==> config.mk <==
export PLATFORM = sky130hd
export DESIGN_NAME = sdram_col_seq
export DESIGN_NICKNAME = d
export VERILOG_FILES = /design/src/rtl/col_seq_pkg.sv /design/src/rtl/col_seq_mode.sv /design/src/rtl/col_seq_ctrl.sv /design/src/rtl/col_seq_addr.sv /design/src/rtl/sdram_col_seq.sv
export SDC_FILE = /design/constraint.sdc
export NUM_CORES = 1
export LEC_CHECK = 0
export ABC_AREA = 1
export BUFFER_PORTS_ARGS = -buffer_cell sky130_fd_sc_hd__buf_4
export CAP_MARGIN = 20
export CORE_ASPECT_RATIO = 0.9
export CORE_MARGIN = 2
export CORE_UTILIZATION = 56
export CTS_CLUSTER_DIAMETER = 100
export DETAILED_ROUTE_END_ITERATION = 12
export PLACE_DENSITY = 0.79
export RECOVER_POWER = 25
export SLEW_MARGIN = 30
export SYNTH_ARGS = -nofsm -noshare
export SYNTH_HDL_FRONTEND = slang
export SYNTH_SLANG_ARGS = --single-unit
==> constraint.sdc <==
create_clock -name clk -period 2.84 [get_ports clk]
set_clock_uncertainty 0.1 [all_clocks]
set_input_delay 0.568 -clock clk [delete_from_list [all_inputs] [get_ports clk]]
set_output_delay 0.568 -clock clk [all_outputs]
set_load 0.05 [all_outputs]
==> src/rtl/col_seq_pkg.sv <==
package col_seq_pkg;

   typedef enum logic [1:0] {
      BL_2    = 2'd0,
      BL_4    = 2'd1,
      BL_8    = 2'd2,
      BL_PAGE = 2'd3
   } blen_e;

   typedef struct packed {
      blen_e len;
      logic  xor_ord;
   } mode_t;

   localparam mode_t MODE_RESET = '{len: BL_2, xor_ord: 1'b0};

   // Number of column bits that take part in the ordering of a fixed burst.
   function automatic int unsigned low_bits(blen_e len);
      case (len)
         BL_2:    return 1;
         BL_4:    return 2;
         BL_8:    return 3;
         default: return 0;
      endcase
   endfunction

endpackage

==> src/rtl/col_seq_mode.sv <==
module col_seq_mode
   import col_seq_pkg::*;
(
   input  logic       clk,
   input  logic       rst_n,
   input  logic       wr,
   input  logic [1:0] len_in,
   input  logic       xor_in,
   input  logic       busy,
   input  logic       start,
   output mode_t      mode_o,
   output logic       illegal_o
);

   mode_t mode_q;
   logic  take;

   assign take = wr && !busy && !start;

   always_ff @(posedge clk or negedge rst_n) begin
      if (!rst_n) begin
         mode_q <= MODE_RESET;
      end else if (take) begin
         mode_q.len     <= blen_e'(len_in);
         mode_q.xor_ord <= xor_in;
      end
   end

   assign mode_o    = mode_q;
   assign illegal_o = (mode_q.len == BL_PAGE) && mode_q.xor_ord;

   // a write during a burst, or alongside a command, leaves the mode alone
   p_mode_hold_r11: assert property (@(posedge clk) disable iff (!rst_n)
      (busy || start) |=> $stable(mode_q));

   // an idle write is stored on the next edge
   p_mode_take_r11: assert property (@(posedge clk) disable iff (!rst_n)
      (wr && !busy && !start) |=> (mode_q.len == blen_e'($past(len_in))
                                   && mode_q.xor_ord == $past(xor_in)));

endmodule

==> src/rtl/col_seq_ctrl.sv <==
module col_seq_ctrl
   import col_seq_pkg::*;
#(
   parameter int unsigned COL_W = 9
) (
   input  logic             clk,
   input  logic             rst_n,
   input  logic             start,
   input  logic             stop,
   input  logic [COL_W-1:0] start_col,
   input  mode_t            mode,
   output logic             active_o,
   output logic [COL_W-1:0] beat_o,
   output logic [COL_W-1:0] base_o,
   output logic             done_o
);

   logic             active_q;
   logic [COL_W-1:0] beat_q;
   logic [COL_W-1:0] base_q;
   logic             fixed_len;
   logic [COL_W-1:0] last_idx;
   logic             at_last;

   assign fixed_len = (mode.len != BL_PAGE);
   assign last_idx  = COL_W'((1 << low_bits(mode.len)) - 1);
   assign at_last   = fixed_len && (beat_q == last_idx);

   always_ff @(posedge clk or negedge rst_n) begin
      if (!rst_n) begin
         active_q <= 1'b0;
         beat_q   <= '0;
         base_q   <= '0;
      end else if (start) begin
         active_q <= 1'b1;
         beat_q   <= '0;
         base_q   <= start_col;
      end else if (stop) begin
         active_q <= 1'b0;
      end else if (active_q) begin
         if (at_last) begin
            active_q <= 1'b0;
         end else begin
            beat_q <= beat_q + 1'b1;
         end
      end
   end

   assign active_o = active_q;
   assign beat_o   = beat_q;
   assign base_o   = base_q;
   assign done_o   = active_q && at_last;

   // the beat after the final one is idle unless a command restarts
   p_done_ends_r6: assert property (@(posedge clk) disable iff (!rst_n)
      (done_o && !start) |=> !active_q);

   // page bursts never signal completion
   p_page_no_done_r7: assert property (@(posedge clk) disable iff (!rst_n)
      (mode.len == BL_PAGE) |-> !done_o);

   // a command always restarts at beat zero
   p_restart_zero_r10: assert property (@(posedge clk) disable iff (!rst_n)
      start |=> (active_q && beat_q == '0));

endmodule

==> src/rtl/col_seq_addr.sv <==
module col_seq_addr
   import col_seq_pkg::*;
#(
   parameter int unsigned COL_W = 9
) (
   input  mode_t            mode,
   input  logic [COL_W-1:0] base,
   input  logic [COL_W-1:0] beat,
   output logic [COL_W-1:0] col_o
);

   logic [COL_W-1:0] wrap_mask;
   logic [COL_W-1:0] seq_col;
   logic [COL_W-1:0] xor_col;
   logic             use_xor;

   // Page length owns every bit; fixed lengths own only the low group.
   assign wrap_mask = (mode.len == BL_PAGE) ? '1
                    : COL_W'((1 << low_bits(mode.len)) - 1);
   assign seq_col   = base + beat;
   assign xor_col   = base ^ beat;
   // The XOR order is refused for page length; counting is used instead.
   assign use_xor   = mode.xor_ord && (mode.len != BL_PAGE);

   for (genvar i = 0; i < COL_W; i++) begin : g_bit
      always_comb begin
         if (!wrap_mask[i]) begin
            col_o[i] = base[i];
         end else if (use_xor) begin
            col_o[i] = xor_col[i];
         end else begin
            col_o[i] = seq_col[i];
         end
      end
   end

endmodule

==> src/rtl/sdram_col_seq.sv <==
module sdram_col_seq
   import col_seq_pkg::*;
#(
   parameter int unsigned COL_W = 9
) (
   input  logic             clk,
   input  logic             rst_n,
   input  logic             mode_wr,
   input  logic [1:0]       mode_len,
   input  logic             mode_xor,
   input  logic             cmd_start,
   input  logic [COL_W-1:0] cmd_col,
   input  logic             cmd_stop,
   output logic [COL_W-1:0] col_out,
   output logic             col_valid,
   output logic             burst_done,
   output logic             mode_illegal
);

   localparam int unsigned FIXED_MAX_W = 3;

   if (COL_W < FIXED_MAX_W + 1) begin : g_col_w_check
      $error("COL_W must exceed the widest fixed burst group");
   end

   mode_t            mode;
   logic             active;
   logic [COL_W-1:0] beat;
   logic [COL_W-1:0] base;

   col_seq_mode u_mode (
      .clk       (clk),
      .rst_n     (rst_n),
      .wr        (mode_wr),
      .len_in    (mode_len),
      .xor_in    (mode_xor),
      .busy      (active),
      .start     (cmd_start),
      .mode_o    (mode),
      .illegal_o (mode_illegal)
   );

   col_seq_ctrl #(.COL_W(COL_W)) u_ctrl (
      .clk       (clk),
      .rst_n     (rst_n),
      .start     (cmd_start),
      .stop      (cmd_stop),
      .start_col (cmd_col),
      .mode      (mode),
      .active_o  (active),
      .beat_o    (beat),
      .base_o    (base),
      .done_o    (burst_done)
   );

   col_seq_addr #(.COL_W(COL_W)) u_addr (
      .mode  (mode),
      .base  (base),
      .beat  (beat),
      .col_o (col_out)
   );

   assign col_valid = active;

   // the first beat is the commanded column
   p_first_beat_r2: assert property (@(posedge clk) disable iff (!rst_n)
      cmd_start |=> (col_valid && col_out == $past(cmd_col)));

   // a stop without a command ends the burst
   p_stop_ends_r8: assert property (@(posedge clk) disable iff (!rst_n)
      (cmd_stop && !cmd_start) |=> !col_valid);

   // consecutive page beats step by one, wrapping at the page top
   p_page_step_r7: assert property (@(posedge clk) disable iff (!rst_n)
      (col_valid && $past(col_valid) && !$past(cmd_start)
       && mode.len == BL_PAGE && $past(mode.len) == BL_PAGE)
      |-> col_out == COL_W'($past(col_out) + 1'b1));

   // columns above the ordering group match the burst's starting column
   p_high_held_r5: assert property (@(posedge clk) disable iff (!rst_n)
      (col_valid && mode.len != BL_PAGE)
      |-> col_out[COL_W-1:FIXED_MAX_W] == base[COL_W-1:FIXED_MAX_W]);

endmodule

==> results.md, run 1 <==
* Outcome: finished, final reports clean
* Synth Area in Adders at 11.5%
* Post-route ant nets at 0
* Total die area at 3500 sq um
* WHS at 0.332 ns
* Power per cell area at just over 500 nW/um^2
* Max_cap viols at 0
* Largest net degree at the start of global routing at 27
* Top_reg_cell synth: dfrtp_1
* Initial Util at 60.4%
* Post-Route WL at 3.90 mm
* Seq/Total Area, Yosys at 32.4%
* Startpoint types: flip-flop
* Mux contribution to synthesized area at less than 1%
* Final GP Congestion at 0.880
* Pins over their slew limit at 0
* Max IR drop VDD at around 0.45 mV
* Max FO, Critical Path at 3
* CTS tree: yes
* Input/output buffers at 28
* Worst setup EP type: output port
* Drt wl/cell at 12.4 um
* Post-DP HPWL at 2.86 mm
* Vias/cell at roughly 5.2
* Area Overhead vs Synth at 21.3%
* Root buf cell: clkbuf_4
* Io pins at 29
* Post-synthesis compound-gate area fraction at 5.22%
* First-pass GRT wire length at 6.64 mm
* Leak pwr at 1.14 nW
* Share of cells above drive strength 1 at between 10% and 20%
* Max frequency at 0.366 GHz
* Top cell by count, worst path: nand2_1
* Synth Instances at 245
* Met1 WL at 1.74 mm
* Crit share post-route at 96.2%
* Core region area at 2820 sq um
* Top post-synthesis cells by area: dfrtp_1 (32%), nand2_1 (19%), ha_1 (10%)
* Simple-Gate Fraction of Synth Area at a little under two fifths
* Gr ovfl total at 0
* Worst Tran Pin Value at 1.18 ns
* Max Used Layer: met4
* Post-Syn Nets at approximately 280
* Post-synth cell types at 26
* CP Cell Sequence: ha_2 -> fa_2 -> nand3_2 -> nand3_2 -> nand2_1 -> nand2_1 -> nand2_1 -> nand2_1 -> nand3_1 -> nand2_1 -> nand2_1 -> buf_6
* Final worst setup slack at 0.108 ns
* DRT iter0 DRCs at 131
* Num CTS Buffers at 3
* N_diodes at 0
* Min-delay worst type: in2reg
* Total vias in the final route at approximately 1600
* RSZ-0062 raised after global routing: yes
* WP data arrival at 2.06 ns
* Initial antenna violation count at 0
* Share of the synthesized area in the top cell type at approximately a third
* Slowest cell on the critical path: dfrtp_1
* Met2 Wirelength at 1.84 mm
* Synth Register Bits at 22
* Ys async rst share at 100%
* Clk_lat worst skew at 0.32 ns
* WP data required at 2.17 ns
* Die height at 56.3 um
* Post-synth EDFFs at 0
* Post-synth top cells: nand2_1 (86), inv_1 (31), nand3_1 (29), dfrtp_1 (22), ha_1 (14)
* CTS sink count at 22
* Crit path kind: reg2out
* Drt drc at 0
* Largest stage delay on the critical path at 0.41 ns
* Setup crit start: u_ctrl.beat_o[0]
* Most common cell in the synthesized netlist: nand2_1
* Gr usage total at 23.6%
* Cell family with most CP delay: simple AND/OR/NAND/NOR gates
* Avg Inst Size Synth at 6.95 sq um
* Final Net Count at between 300 and 400
* Dpl cell area at 1960 sq um
* CTS max path bufs at 2
* Syn Std Cell Area at 1700 sq um
* Final hold violation count at 0
* Setup slack after placement at 0.290 ns
* Chip width at 62.1 um
* Largest family of logic cells by synthesized area: simple AND/OR/NAND/NOR gates
* Final-report setup violation count at 0
* Xor-xnor portion of the synthesized cell area at 3.60%
* Warnings from Yosys at 0
* Synth area leader: dfrtp_1
* Hold path start: cmd_col[2]
* Worst slew margin at 21.6%
* Fin crit period at about 2.7 ns
* H-tree depth at 1
* Vias in the first global route at 1490
* Crit path buffers/inverters at 1
* Final cell count without fillers at roughly 320
* Drt first pass iters at 4
* Met3 wire length at around 270 um
* Final Instance Area at 2060 sq um
* R2R Path Start: u_mode.mode_o[2]
* FP Rows at 18
* Placed cells at 310
* Clock Pin Slew Worst Setup and Hold Paths at approximately 0.12 ns
per-stage QoR:
step / TNS (ns) / util, % / power (mW)
after CTS: 0 / 72.0 / 1.03
after floorplan: 0 / - / 0.668
after global routing: -0.0233 / 73.3 / 1.09
after global placement: 0 / 69.6 / 0.782
after detailed placement: 0 / 69.6 / 0.787
final: 0 / 73.3 / 1.04
power breakdown:
| group | total [mW] | switching [mW] | internal (mW) | leakage, nW |
|---|---|---|---|---|
| clock | 0.247 | 0.104 | 0.143 | 0.0279 |
| combinational | 0.432 | 0.291 | 0.141 | 0.832 |
| sequential | 0.365 | 0.0273 | 0.337 | 0.277 |
cells in the final DEF (no fill, tap or decap):
master	instances
clkbuf_4	3
o21ai_0	3
nor2_1	8
buf_4	31
or2_2	1
nand3_2	2
clkinv_1	1
nor2_2	2
dfrtp_1	21
dfrtp_2	1
ha_2	2
ha_4	2
inv_1	31
bufinv_16	1
o22ai_1	1
xnor2_1	1
nand2_2	2
buf_6	1
nand2_1	85
nand4_1	13
o21ai_1	4
a21oi_1	8
o31ai_2	1
nor2_4	1
nor3_1	2
nor3_2	1
ha_1	10
fa_2	1
nand3_1	27
mux2_2	1
clkbuf_1	1
xor2_1	6
path summary, 6_finish.rpt:
| path | slack [ns] | end | cells after the start |
|---|---|---|---|
| hold reg to reg | 0.41 | u_ctrl.base_o[0] | 2 |
| hold / removal | 0.33 | u_ctrl.base_o[2] | 3 |
| setup / recovery | 0.11 | col_out[8] | 12 |
| setup reg to reg | 0.87 | u_ctrl.beat_o[0] | 9 |
| max in group asynchronous | 1.52 | u_ctrl.beat_o[3] | 1 |
| min in group asynchronous | 0.34 | u_ctrl.base_o[8] | 1 |
layout make-up:
cell class                 instances  area (sq um)
fill                             242           751
inverter                          32           120
sequential                        22           552
multi-input combinational        184          1040
tap                               40          50.0
clock inverter                     1          30.0
timing repair buffer              33           248
clock buffer                       3          22.5
metal layers:
metal	GRT usage, %	vias up
li1	-	851
met2	38.7	48
met5	0	-
met1	32.2	731
met3	5.21	6
met4	5.71	0
cells by family after synthesis:
logic type                 after synthesis
adders and majority gates               15
AOI/OAI and AO/OA                       17
DFF                                     22
xor gates and xnor gates                 7
muxes                                    1
and+or+nand+nor                        144
buffers and inverters                   39
registers in the layout, summed over array words and instances (netlist names):
name             cells
u_ctrl.active_o      1
u_mode.mode_o        3
u_ctrl.beat_o        9
u_ctrl.base_o        9
worst reg2reg max path: cells and delay by family (launching register included):
| family | cells | cell delay [ns] |
|---|---|---|
| AND/OR/NAND/NOR | 5 | 0.63 |
| XOR/XNOR | 1 | 0.18 |
| adder cells (fa/ha/maj) | 1 | 0.30 |
| flip-flops | 1 | 0.44 |
| buffers and inverters | 2 | 0.27 |
repair_timing:
item,in CTS,in global routing
endpoints found under the hold margin,0,0
hold buffers,0,0
setup buffers,1,0
pin swaps,0,2
gates resized for setup,2,9
setup endpoints to repair,2,6
No activity file was read; power rests on OpenSTA's default activity.
==> inputs of run 2 (changes only) <==
--- a/config.mk
+++ b/config.mk
@@ -13,7 +13,7 @@
 export CORE_UTILIZATION = 56
 export CTS_CLUSTER_DIAMETER = 100
 export DETAILED_ROUTE_END_ITERATION = 12
-export PLACE_DENSITY = 0.79
+export PLACE_DENSITY = 0.8
 export RECOVER_POWER = 25
 export SLEW_MARGIN = 30
 export SYNTH_ARGS = -nofsm -noshare
==> run 2 against run 1 <==
Die area did not move; clock power barely moved; setup slack improved by 0.0078 ns; critical path type unchanged; first-iteration DRC count fell by 2.3%; sequential share of layout area fell by 0.26 points; wire length rose by 3.6%; count of clock-buffer cells in the layout did not move; final cell count rose by 0.32%; sequential power barely moved; non-clock buffer count rose by 1; register-to-register slack barely moved; total power rose by 0.47%.
==> results.md, run 2 (same netlist as run 1, synthesis figures left out) <==
* Largest stage delay on the critical path at 0.44 ns (+0.03 ns)
* Initial Util at 60.4% (unchanged)
* N_diodes at 0 (unchanged)
* CTS sink count at 22 (unchanged)
* Io pins at 29 (unchanged)
* M2 GR Usage at 39.6% (+0.93 points)
* Gr ovfl total at 0 (unchanged)
* Met3 usage at 6.81% (+1.6 points)
* R2R Setup Slk at 0.87 ns (about the same)
* Hold path start: cmd_col[1]
* CP Cell Sequence: ha_4 -> fa_2 -> nand3_2 -> nand3_2 -> nand2_1 -> nand2_1 -> nand2_1 -> nand2_1 -> nand3_1 -> nand2_1 -> nand2_1 -> buf_6
* Final worst setup slack at 0.115 ns (+0.00777 ns)
* Startpoint types: flip-flop
* R2R Path Start: u_mode.mode_o[1]
* Drt first pass iters at 4 (unchanged)
* Max IR drop VDD at 0.464 mV (+2.4%)
* DRT iter0 DRCs at 128 (-2.3%)
* Final hold violation count at 0 (unchanged)
* Total vias in the final route at 1680 (+2.7%)
* Setup slack after placement at 0.301 ns (+0.0118 ns)
* Leak pwr at 1.14 nW (+0.32%)
* Largest net degree at the start of global routing at 26 (-3.7%)
* Total die area at 3500 sq um (unchanged)
* Drt drc at 0 (unchanged)
* Root buf cell: clkbuf_4
* Share of cells above drive strength 1 at 20.3% (+1.0 points)
* Input/output buffers at 28 (unchanged)
* Slowest cell on the critical path: dfrtp_1
* CTS tree: yes
* Cts-stage hold buffer count at 0 (unchanged)
* FF-to-FF path depth at 9 (unchanged)
* FP Rows at 18 (unchanged)
* RSZ-0062 raised after global routing: yes
* Crit share post-route at 95.9% (-0.27 points)
* Most common cell after layout, fill and taps aside: nand2_1
* Drt wl/cell at 12.8 um (+3.3%)
* Clk_lat worst skew at 0.32 ns (about the same)
* Final GP Congestion at 0.879 (-0.13%)
* Core region area at 2820 sq um (unchanged)
* WP data arrival at 2.06 ns (about the same)
* Gr usage total at 24.9% (+1.3 points)
* CTS max path bufs at 2 (unchanged)
* FILL cells at 234 (-3.3%)
* Top cell by count, worst path: nand2_1
* Max FO, Critical Path at 3 (unchanged)
* R2r endpoint: u_ctrl.beat_o[2]
* Crit path kind: reg2out
* Vias in the first global route at 1561 (+4.8%)
* M1 GR Usage at 32.6% (+0.38 points)
* Post-DP HPWL at 2.86 mm (-0.18%)
* Area Overhead vs Synth at 22.8%
* Worst Tran Pin Value at 1.20 ns (+0.0256 ns)
* Most frequent cells in the layout: nand2_1 (85), inv_1 (31), buf_4 (31)
* Max frequency at 0.367 GHz (+0.29%)
* Worst setup EP type: output port
* Max_cap viols at 0 (unchanged)
* Fin crit period at 2.72 ns (-0.00777 ns)
* Die height at 56.3 um (unchanged)
* Worst slew margin at 19.9% (-1.7 points)
* Num CTS Buffers at 3 (unchanged)
* Post-Route WL at 4.04 mm (+3.6%)
* Hold endpoint: u_ctrl.base_o[1]
* Post-route ant nets at 0 (unchanged)
* Outcome: finished, final reports clean
* Min-delay worst type: in2reg
* Pins over their slew limit at 0 (unchanged)
* Final Core Density at 74.2% (+0.89 points)
* H-tree depth at 1 (unchanged)
* Hold path cells at 3 (unchanged)
* Final-report setup violation count at 0 (unchanged)
* Vias/cell at 5.32 (+2.4%)
* Final Net Count at 309 (+0.32%)
* Gr busiest metal: met2
* Initial antenna violation count at 0 (unchanged)
* Chip width at 62.1 um (unchanged)
* Clock Pin Slew Worst Setup and Hold Paths at 0.14 ns (+0.02 ns)
* Power per cell area at 502 nW/um^2 (-0.73%)
* WP data required at 2.17 ns (about the same)
* First-pass GRT wire length at 6.96 mm (+4.8%)
[run 2: cell types whose count changed in the layout (fill, tap and decap cells not counted)]
cell	before	now
buf_6	1	2
dfrtp_1	21	20
dfrtp_2	1	2
ha_1	10	9
ha_4	2	3
[run 2: critical path, delay by kind of cell (launching register included)]
kind	cells	cell delay [ns]
buffers and inverters	1	0.16
and+or+nand+nor	9	0.63
adders and majority gates	2	0.52
DFF	1	0.44
[run 2: per-stage QoR]
step	hold WS, ns	setup TNS, ns	instances	area (sq um)	power, mW
floorplan	0.172	0	245	1710	0.668
global route	0.328	-0.0352	316	2090	1.11
detailed placement	0.378	0	310	1960	0.787
CTS	0.0197	0	315	2030	1.04
finish	0.346	0	316	2090	1.05
global placement	0.364	0	310	1960	0.782
[run 2: layout make-up]
class | count | area [sq um] | area share, %
sequential | 22 | 553 | 26.5
clock inverter | 1 | 30.0 | 1.44
tap | 40 | 50.0 | 2.40
multi-input combinational | 184 | 1050 | 50.5
inverter | 32 | 120 | 5.75
clock buffer | 3 | 22.5 | 1.08
timing repair buffer | 34 | 259 | 12.4
[run 2: worst max-delay path by stage]
stage / depth (start not counted) / slack [ns] / to / from
after detailed placement: 12 / 0.30 / col_out[8] / u_ctrl.beat_o[0]
after global placement: 12 / 0.35 / col_out[8] / u_ctrl.beat_o[0]
after global routing: 12 / -0.04 / col_out[8] / u_ctrl.base_o[0]
after CTS: 12 / 0.02 / col_out[8] / u_ctrl.base_o[0]
final: 12 / 0.12 / col_out[8] / u_ctrl.beat_o[0]
after floorplan: 7 / 0.16 / col_out[4] / u_ctrl.beat_o[0]
[run 2: metal layers]
layer,share of wire (%),up-vias
li1,-,855
met3,7.2,8
met5,0,-
met1,44,756
met4,2.0,0
met2,47,61
[run 2: report_power, final]
group,switching (mW),internal [mW],leakage (nW)
registers,0.0275,0.337,0.275
logic,0.294,0.144,0.837
clock network,0.102,0.143,0.0279
[run 2: repair_timing]
action / CTS / global route
pin swaps: 0 / 1
endpoints found under the setup margin: 2 / 6
setup buffers: 1 / 1
gates resized for setup: 2 / 13
